File: config.mk
export PLATFORM = sky130hd
export DESIGN_NAME = devwin_irq_top
export DESIGN_NICKNAME = d
export VERILOG_FILES = /design/src/rtl/devwin_pkg.sv /design/src/rtl/devwin_decode.sv /design/src/rtl/devwin_prep.sv /design/src/rtl/devwin_vector.sv /design/src/rtl/devwin_irq_top.sv
export SDC_FILE = /design/constraint.sdc
export NUM_CORES = 1
export LEC_CHECK = 0
export CAP_MARGIN = 20
export CORE_AREA = 2 2 62 52
export CTS_BUF_LIST = sky130_fd_sc_hd__clkbuf_16
export DETAILED_ROUTE_END_ITERATION = 16
export DIE_AREA = 0 0 64 54
export DONT_BUFFER_PORTS = 1
export PLACE_DENSITY_LB_ADDON = 0.3
export SYNTH_ARGS = -nofsm -noshare
export SYNTH_HDL_FRONTEND = slang
export SYNTH_SLANG_ARGS = --single-unit
File: constraint.sdc
create_clock -name clk -period 2.31 [get_ports clk]
set_input_delay 0.1155 -clock clk [delete_from_list [all_inputs] [get_ports clk]]
set_output_delay 0.1155 -clock clk [all_outputs]
set_load 0.01 [all_outputs]
File: src/rtl/devwin_pkg.sv
package devwin_pkg;
  localparam int ADDR_W = 4;
  localparam int NSRC   = 1 << ADDR_W;

  // low address bits ignored by the window: 2, 3 or 4 of them
  function automatic logic [ADDR_W-1:0] low_mask(input logic [1:0] sz);
    logic [ADDR_W-1:0] m;
    m = '0;
    for (int b = 0; b < ADDR_W; b++)
      if (b < 2 + int'(sz)) m[b] = 1'b1;
    return m;
  endfunction

  function automatic logic addr_hit(input logic [ADDR_W-1:0] a,
                                    input logic [ADDR_W-1:0] base,
                                    input logic [1:0] sz);
    return ((a ^ base) & ~low_mask(sz)) == '0;
  endfunction

  // request lines that fall inside the window
  function automatic logic [NSRC-1:0] line_enables(input logic [1:0] sz);
    logic [NSRC-1:0] v;
    for (int i = 0; i < NSRC; i++)
      v[i] = (ADDR_W'(i) & ~low_mask(sz)) == '0;
    return v;
  endfunction

  function automatic logic [ADDR_W-1:0] first_set(input logic [NSRC-1:0] v);
    logic [ADDR_W-1:0] idx;
    idx = '0;
    for (int i = NSRC - 1; i >= 0; i--)
      if (v[i]) idx = ADDR_W'(i);
    return idx;
  endfunction
endpackage

File: src/rtl/devwin_decode.sv
module devwin_decode
  import devwin_pkg::*;
#(
  parameter int FUNC_W = 3,
  parameter int MOD_W  = 4,
  parameter logic [FUNC_W-1:0] PREP_FN = '1
) (
  input  logic              clk,
  input  logic              rst_n,
  input  logic              cmd_valid,
  input  logic [FUNC_W-1:0] cmd_func,
  input  logic [MOD_W-1:0]  cmd_mod,
  input  logic [ADDR_W-1:0] cmd_addr,
  input  logic [ADDR_W-1:0] cfg_base,
  input  logic [1:0]        cfg_size,
  output logic              hit,
  output logic              prep_wr,
  output logic              dev_sel,
  output logic              cmd_ack,
  output logic [FUNC_W-1:0] sel_func,
  output logic [MOD_W-1:0]  sel_mod,
  output logic [ADDR_W-1:0] sel_addr
);
  logic is_prep;
  logic sel_next;

  always_comb begin
    hit      = cmd_valid && addr_hit(cmd_addr, cfg_base, cfg_size);
    is_prep  = (cmd_func == PREP_FN);
    prep_wr  = hit && is_prep;
    sel_next = hit && !is_prep;
  end

  always_ff @(posedge clk or negedge rst_n) begin
    if (!rst_n) begin
      dev_sel  <= 1'b0;
      cmd_ack  <= 1'b0;
      sel_func <= '0;
      sel_mod  <= '0;
      sel_addr <= '0;
    end else begin
      dev_sel <= sel_next;
      cmd_ack <= hit;
      if (sel_next) begin
        sel_func <= cmd_func;
        sel_mod  <= cmd_mod;
        sel_addr <= cmd_addr;
      end
    end
  end
endmodule

File: src/rtl/devwin_prep.sv
module devwin_prep #(
  parameter int WORD_W = 16,
  parameter int LVL_W  = 2
) (
  input  logic              clk,
  input  logic              rst_n,
  input  logic              prep_wr,
  input  logic [WORD_W-1:0] wdata,
  output logic [LVL_W-1:0]  level,
  output logic              enable
);
  always_ff @(posedge clk or negedge rst_n) begin
    if (!rst_n) begin
      level  <= '0;
      enable <= 1'b0;
    end else if (prep_wr) begin
      level  <= wdata[LVL_W-1:0];
      enable <= wdata[WORD_W-1];
    end
  end
endmodule

File: src/rtl/devwin_vector.sv
module devwin_vector
  import devwin_pkg::*;
(
  input  logic              clk,
  input  logic              rst_n,
  input  logic [NSRC-1:0]   irq_req,
  input  logic [NSRC-1:0]   line_en,
  input  logic              gate,
  input  logic              irq_ack,
  output logic [NSRC-1:0]   grant,
  output logic              irq_out,
  output logic [ADDR_W-1:0] irq_off
);
  logic [NSRC-1:0] pend;
  logic [NSRC-1:0] clr;

  always_comb begin
    grant   = pend & (~pend + NSRC'(1));
    irq_off = first_set(pend);
    irq_out = gate && (|pend);
    clr     = (irq_ack && irq_out) ? grant : '0;
  end

  for (genvar g = 0; g < NSRC; g++) begin : g_line
    always_ff @(posedge clk or negedge rst_n) begin
      if (!rst_n) pend[g] <= 1'b0;
      else        pend[g] <= (pend[g] | irq_req[g]) & line_en[g] & ~clr[g];
    end
  end
endmodule

File: src/rtl/devwin_irq_top.sv
module devwin_irq_top
  import devwin_pkg::*;
#(
  parameter int FUNC_W = 3,
  parameter int MOD_W  = 4,
  parameter int WORD_W = 16,
  parameter int LVL_W  = 2
) (
  input  logic              clk,
  input  logic              rst_n,
  input  logic [1:0]        cfg_size,
  input  logic [ADDR_W-1:0] cfg_base,
  input  logic              cfg_diag_ext,
  input  logic              cfg_diag_mask,
  input  logic              cmd_valid,
  input  logic [FUNC_W-1:0] cmd_func,
  input  logic [MOD_W-1:0]  cmd_mod,
  input  logic [ADDR_W-1:0] cmd_addr,
  input  logic [WORD_W-1:0] cmd_wdata,
  output logic              dev_sel,
  output logic [FUNC_W-1:0] sel_func,
  output logic [MOD_W-1:0]  sel_mod,
  output logic [ADDR_W-1:0] sel_addr,
  output logic              cmd_ack,
  input  logic [NSRC-1:0]   irq_req,
  input  logic              irq_ack,
  output logic              irq_out,
  output logic [LVL_W-1:0]  irq_level,
  output logic [ADDR_W-1:0] irq_addr
);
  localparam logic [FUNC_W-1:0] PREP_FN = '1;

  // named internal events for the checker
  logic              cmd_hit;
  logic              prep_wr;
  logic              prep_en;
  logic              diag_block;
  logic              irq_gate;
  logic [NSRC-1:0]   grant;
  logic [ADDR_W-1:0] irq_off;
  logic [NSRC-1:0]   line_en;

  always_comb begin
    diag_block = cfg_diag_ext && cfg_diag_mask;
    irq_gate   = prep_en && !diag_block;
    line_en    = line_enables(cfg_size);
    irq_addr   = (cfg_base & ~low_mask(cfg_size)) | irq_off;
  end

  devwin_decode #(.FUNC_W(FUNC_W), .MOD_W(MOD_W), .PREP_FN(PREP_FN)) u_dec (
    .clk(clk), .rst_n(rst_n), .cmd_valid(cmd_valid), .cmd_func(cmd_func),
    .cmd_mod(cmd_mod), .cmd_addr(cmd_addr), .cfg_base(cfg_base),
    .cfg_size(cfg_size), .hit(cmd_hit), .prep_wr(prep_wr),
    .dev_sel(dev_sel), .cmd_ack(cmd_ack), .sel_func(sel_func),
    .sel_mod(sel_mod), .sel_addr(sel_addr)
  );

  devwin_prep #(.WORD_W(WORD_W), .LVL_W(LVL_W)) u_prep (
    .clk(clk), .rst_n(rst_n), .prep_wr(prep_wr), .wdata(cmd_wdata),
    .level(irq_level), .enable(prep_en)
  );

  devwin_vector u_vec (
    .clk(clk), .rst_n(rst_n), .irq_req(irq_req), .line_en(line_en),
    .gate(irq_gate), .irq_ack(irq_ack), .grant(grant),
    .irq_out(irq_out), .irq_off(irq_off)
  );
endmodule

# Yosys cells after proc, flatten, opt, wreduce, memory -nomap -nowiden
# Cells that the tools add are included.
[word_totals] word_cells=147 ff_bits=32 inputBits=55
[classes] addsub=2 n_reduce_logical=26 eq_ne=1 n_mux=21 bitwise=70 magnitude_cmp=4
[op_table] cell="logical NOT 4 bit" n=16
[op_table] cell="less-than comparator 3 x 32 -> 1 bit (first input constant)" n=2
[op_table] cell="two-way mux 4 bit" n=16
[op_table] cell="less-than comparator 1 x 32 -> 1 bit (first input constant)" n=1
[op_table] cell="less-than comparator 2 x 32 -> 1 bit (first input constant)" n=1
[op_table] cell="AND 1 bit" n=31
[op_table] cell="adder 16 x 1 -> 16 bit (second input constant)" n=1
[op_table] cell="AND 16 bit" n=1
[op_table] cell="two-way mux 16 bit" n=1
[op_table] cell="inverter 1 bit" n=16
[op_table] cell="inverter 16 bit" n=1
[op_table] cell="OR 1 bit" n=16
[op_table] cell="OR reduction 16 bit" n=1
[op_table] cell="AND 4 bit" n=2
[op_table] cell="logical AND 1 bit" n=7
[op_table] cell="two-way mux 1 bit" n=4
[op_table] cell="inverter 4 bit" n=1
[op_table] cell="OR 4 bit" n=1
[op_table] cell="XOR 4 bit" n=1
[op_table] cell="adder 2 x 2 -> 3 bit (first input constant)" n=1
[op_table] cell="equality test 3 bit (second input constant)" n=1
[op_table] cell="logical NOT 1 bit" n=2

# Longest topological paths before layout
[depth] ltp_word=17 mapped_depth=5

# By module
# From an unflattened synthesis, not the netlist that was laid out.
[unflattened] hier_cells=169 hier_area_um2=1725.4
[by_module_without_submodules] mod="devwin_vector" instances=1 cells_per_inst=119 seq_area_each_um2=400.4 area_per_inst_um2=1019.7
[by_module_without_submodules] mod="devwin_decode" instances=1 cells_per_inst=33 seq_area_each_um2=325.3 area_per_inst_um2=544.3
[by_module_without_submodules] mod="devwin_prep" instances=1 cells_per_inst=6 seq_area_each_um2=75.1 area_per_inst_um2=108.9
[by_module_without_submodules] mod="devwin_irq_top" instances=1 cells_per_inst=11 seq_area_each_um2=0.0 area_per_inst_um2=52.6

# Worst setup path before layout
# Ideal clock, no wire load.
[synth_timing] path_type="reg2reg" start="reg u_vec.pend[7]" end="reg u_vec.pend[15]" setup_time_ns=0.123 stages_incl_launch_ff=5 setup_slack_ns=0.635 arrival_time_ns=1.552 required_time_ns=2.187 period_less_slack_ns=1.675 cell_sequence="dfrtp_1 > nor4_2 > nand4_1 > or4_1 > o221a_2"
[synth_via] elab_chain_cells=6 word_cells_on_any_way=9
[synth_lines] item="start, declared" line="devwin_vector.sv:14" rtl="logic [NSRC-1:0] pend;"
[synth_lines] item="start signal, assigned by index" line="devwin_vector.sv:27" rtl="else pend[g] <= (pend[g] | irq_req[g]) & line_en[g] & ~clr[g];"
[synth_lines] item="inverter 16 bit / OR reduction 16 bit (equally long branches)" line="devwin_vector.sv:18, devwin_vector.sv:20"
[synth_lines] item="adder 16 x 1 -> 16 bit / logical AND 1 bit (equally long branches)" line="devwin_vector.sv:18, devwin_vector.sv:20"
[synth_lines] item="AND 16 bit / logical AND 1 bit (equally long branches)" line="devwin_vector.sv:18, devwin_vector.sv:21"
[synth_lines] item="two-way mux 16 bit *" line="devwin_vector.sv:21" rtl="clr = (irq_ack && irq_out) ? grant : '0;"
[synth_lines] item="inverter 1 bit *" line="devwin_vector.sv:27"
[synth_lines] item="AND 1 bit *" line="devwin_vector.sv:27"
# Mark *: on every way between the ends. The rest lies on a longest branch, timed or not.
# A chain may end at the register's enable or synchronous reset.

# Worst setup path in the final report
[layout_timing] start="reg u_vec.pend[12]" end="out irq_out"
[layout_via] elab_chain_cells=2
[layout_lines] item="OR reduction 16 bit" line="devwin_vector.sv:20" rtl="irq_out = gate && (|pend);"
[layout_lines] item="logical AND 1 bit" line="devwin_vector.sv:20"
[layout_lines] item="end, declared" line="devwin_irq_top.sv:27" rtl="output logic irq_out,"
# No other way between the ends.

==> impl_table.tex <==
\begin{tabular}{lr}
\hline
Metric & Value \\
\hline
\multicolumn{2}{l}{\textbf{Critical path}} \\
Worst Path Required & 2.19 ns \\
Crit path to & irq\_out \\
Register-to-Register Setup Slack & 0.43 ns \\
Worst Setup Start Kind & flop \\
Worst path top cell family by delay & simple AND/OR/NAND/NOR gates \\
Max stage delay cell, worst path & or4\_4 \\
Critical Path Source & u\_vec.pend[12]\$\_DFF\_PN0\_ \\
Crit. End Element & output port \\
Ordered cell list for the critical path & or4\_4 > nor4b\_4 > a21boi\_0 \\
Longest individual stage delay on the worst path & 0.59 ns \\
Count of cells along the worst register-to-register path & 4 \\
Worst path depth & 3 \\
Crit path DAT & 1.91 ns \\
Maximum fanout along the worst path & 7 \\
Terminus of the critical flop-to-flop path & u\_vec.pend[15]\$\_DFF\_PN0\_ \\
Path type of the worst setup path & reg -> out \\
CP Buf/Inv Count & 0 \\
Reg-to-reg critical path startpoint & u\_prep.enable\$\_DFFE\_PN0P\_ \\
\multicolumn{2}{l}{\textbf{STA}} \\
Final hold slack & -0.00157 ns \\
Setup violations, final & 0 \\
Final Hold Violating Endpoints & 1 \\
Final number of max-transition violations & 0 \\
Slew headroom & 36.0\% \\
Fmax & 494 MHz \\
Unrepaired setup endpoints after global routing & no \\
Final worst path period share & 87.6\% \\
Worst clock skew on the final layout & 0.00433 ns \\
Setup TNS & 0 ns \\
Worst-Margin Slew & 0.958 ns \\
Final critical-path required period & 2.02 ns \\
\multicolumn{2}{l}{\textbf{Floorplanning}} \\
Floorplan die width & 64 um \\
Number of I/O pins & 75 \\
Die H & 54 um \\
Core outline area & 2910 um\^{}2 \\
Die footprint & 3460 um\^{}2 \\
Site row count & 18 \\
Initial core utilization & 52.0\% \\
\multicolumn{2}{l}{\textbf{Placed design}} \\
HPWL after detailed placement & 2.49 mm \\
Weighted congestion at the end of routability-driven global placement & 0.824 \\
Placed instance count & 178 \\
Number of buffers added on ports & 0 \\
\multicolumn{2}{l}{\textbf{Synth}} \\
Area of the mapped netlist & 1510 um\^{}2 \\
Yosys warns & 0 \\
Fraction of the yosys area taken by sequential cells & 53.0\% \\
Average instance area after synthesis & 10.7 um\^{}2 \\
Synth Net Count & 196 \\
Share of the synthesized area in the top cell type & 53.0\% \\
Leading area contributor after synthesis & dfrtp\_1 \\
Unique masters post-synth & 35 \\
Flip-flop and latch count after synthesis & 32 \\
Cell count after synthesis & 141 \\
Ranking of synthesized cells by area & dfrtp\_1 (53\%), mux2\_2 (8.2\%), nor2\_1 (5.0\%), o21ai\_0 (3.6\%), a21oi\_1 (3.3\%) \\
\multicolumn{2}{l}{\textbf{Route}} \\
Remaining antenna violation count & 0 \\
Detailed-route wire length & 3.38 mm \\
Post-DR wirelength/cell & 16.8 um \\
Drt first-iter violations & 104 \\
Via count & 1180 \\
DRC violations left & 0 \\
Vias per cell & 5.84 \\
First-pass detailed-route iteration total & 4 \\
\multicolumn{2}{l}{\textbf{Clock network}} \\
Clock-pin slew on the worst setup and hold paths & 0.05 ns \\
Post-cts resize count & 0 \\
CTS tree & built \\
Largest buffer count on any clock path & 2 \\
Number of levels the H-tree was split into & 2 \\
Clock latency of the later-clocked register in the worst-skew pair & 0.27 ns \\
Number of clock buffers inserted by TritonCTS & 5 \\
Root Buffer & clkbuf\_16 \\
Clk sink count & 32 \\
\multicolumn{2}{l}{\textbf{Final layout}} \\
Area added between synthesis and finish & 22.8\% \\
Fraction of the core area covered by cells at the end of the flow & 63.8\% \\
Fraction of layout instances using a drive strength above 1 & 16.7\% \\
Fin cells & 202 \\
Antenna cell count & 0 \\
Net count, final & 216 \\
\multicolumn{2}{l}{\textbf{Global routing}} \\
Global Route met1 Usage & 23.4\% \\
Largest net degree at the start of global routing & 33 \\
Antenna violations before repair & 0 \\
Total global-route track usage & 20.3\% \\
Vias in the first global route & 1151 \\
Global-route wire length before repair & 5.22 mm \\
Total congestion overflow & 0 \\
Busiest layer in global routing & met2 \\
Global-route track usage on met2 & 34.7\% \\
GRT met3 Usage & 8.79\% \\
\multicolumn{2}{l}{\textbf{Run status}} \\
Run status & finished with violations \\
Violations in the final reports & hold timing \\
\multicolumn{2}{l}{\textbf{Run}} \\
Number of violations of the max-capacitance limit & 0 \\
\multicolumn{2}{l}{\textbf{Power}} \\
Maximum VDD drop & 0.684 mV \\
LEAKAGE & 0.747 nW \\
Power Density & 824 nW/um\^{}2 \\
\multicolumn{2}{l}{\textbf{Hold path}} \\
Classification of the worst-slack hold path & in -> reg \\
Start point of the worst hold path & cmd\_wdata[0] \\
\hline
\end{tabular}
==> cells in the final DEF, fill, tap and decap left out, types with 2 or more instances in the layout <==
cell type	instances
nand3_1	3
a31oi_1	5
nor4_2	2
mux2_2	11
dlygate4sd3_1	15
clkbuf_16	5
o22a_1	4
nand2_1	3
a21oi_1	10
a41oi_1	2
o21ai_0	11
o31ai_1	2
inv_1	9
dfrtp_1	32
nor2_1	20
nor3_1	5
xnor2_1	2
a21boi_0	2
==> where the power goes <==
part	switching (W)	total [W]	leakage [nW]	internal (W)
Combinational	0.0000900	0.000195	0.303	0.000105
Clock	0.000211	0.000598	0.0738	0.000386
Sequential	0.0000972	0.000736	0.370	0.000639
==> cell families (layout without fill, tap and decap cells) <==
logic type / Yosys count / count (layout) / synth area share (%)
buffers and inverters: 10 / 31 / 2.57
muxes: 11 / 11 / 8.20
and+or+nand+nor: 41 / 41 / 14.9
AOI/OAI and AO/OA: 45 / 45 / 20.1
DFF: 32 / 32 / 53.0
xor gates and xnor gates: 2 / 2 / 1.16
==> worst min-delay path by stage <==
stage	end	slack [ns]	depth (start not counted)
2_1_floorplan	u_dec.cmd_ack$_DFF_PN0_	-0.18	0
3_3_place_gp	u_vec.pend[10]$_DFF_PN0_	-0.18	0
3_5_place_dp	u_vec.pend[13]$_DFF_PN0_	-0.18	0
4_1_cts	u_dec.sel_mod[3]$_DFFE_PN0P_	0.0002	1
5_1_grt	u_dec.sel_mod[0]$_DFFE_PN0P_	0.002	1
6_report	u_prep.level[0]$_DFFE_PN0P_	-0.002	1
==> cell usage after synthesis (all sizes together) <==
library cell and number:
nor4 2, a41oi 2, o221a 1, o21ai 11, a311oi 1, a21boi 3
nor2 21, and2 1, o31ai 2, nand2 3, a31o 1, buf 1
nor4b 1, o221ai 1, a21o 1, nand3 3, nor2b 1, a31oi 5
a211oi 1, or2 1, or4 2, mux2 11, clkbuf 2, xnor2 2
nor3 5, o31a 1, dfrtp 32, a21oi 10, o32ai 1, o22a 4
nand4 1, inv 7
==> metal layers <==
layer / vias to the layer above / share of wire (%)
met5: - / 0
met4: 0 / 0.38
met3: 2 / 7.9
met2: 41 / 51
met1: 578 / 41
li1: 559 / -
==> through the flow <==
stage / total power (W) / setup WS (ns) / cell area [um^2]
after floorplan: 0.000865 / 0.635 / 1510
after global placement: 0.000892 / 0.464 / 1550
after detailed placement: 0.000906 / 0.466 / 1550
after CTS: 0.00154 / 0.271 / 1850
after global routing: 0.00160 / 0.211 / 1850
final: 0.00153 / 0.286 / 1850
==> layout make-up <==
class	instances	area (um^2)
well taps	40	50.0
flip-flops and latches	32	801
clock inverters	3	11.3
fillers	233	1050
multi-input cells	99	671
clock buffers	5	125
repair buffers	16	170
inverters	7	26.3
==> registers in the layout (all words and copies together), names as in the netlist <==
signal,flops
u_dec.sel_addr,4
u_vec.pend,16
u_dec.sel_mod,4
u_dec.sel_func,3
u_dec.cmd_ack,1
u_dec.dev_sel,1
u_prep.enable,1
u_prep.level,2
==> what timing repair did <==
item                      CTS  global route
hold buffers               16             0
hold endpoints to repair   52             0
setup buffers               0             0
(Power assumes the default switching activity.)
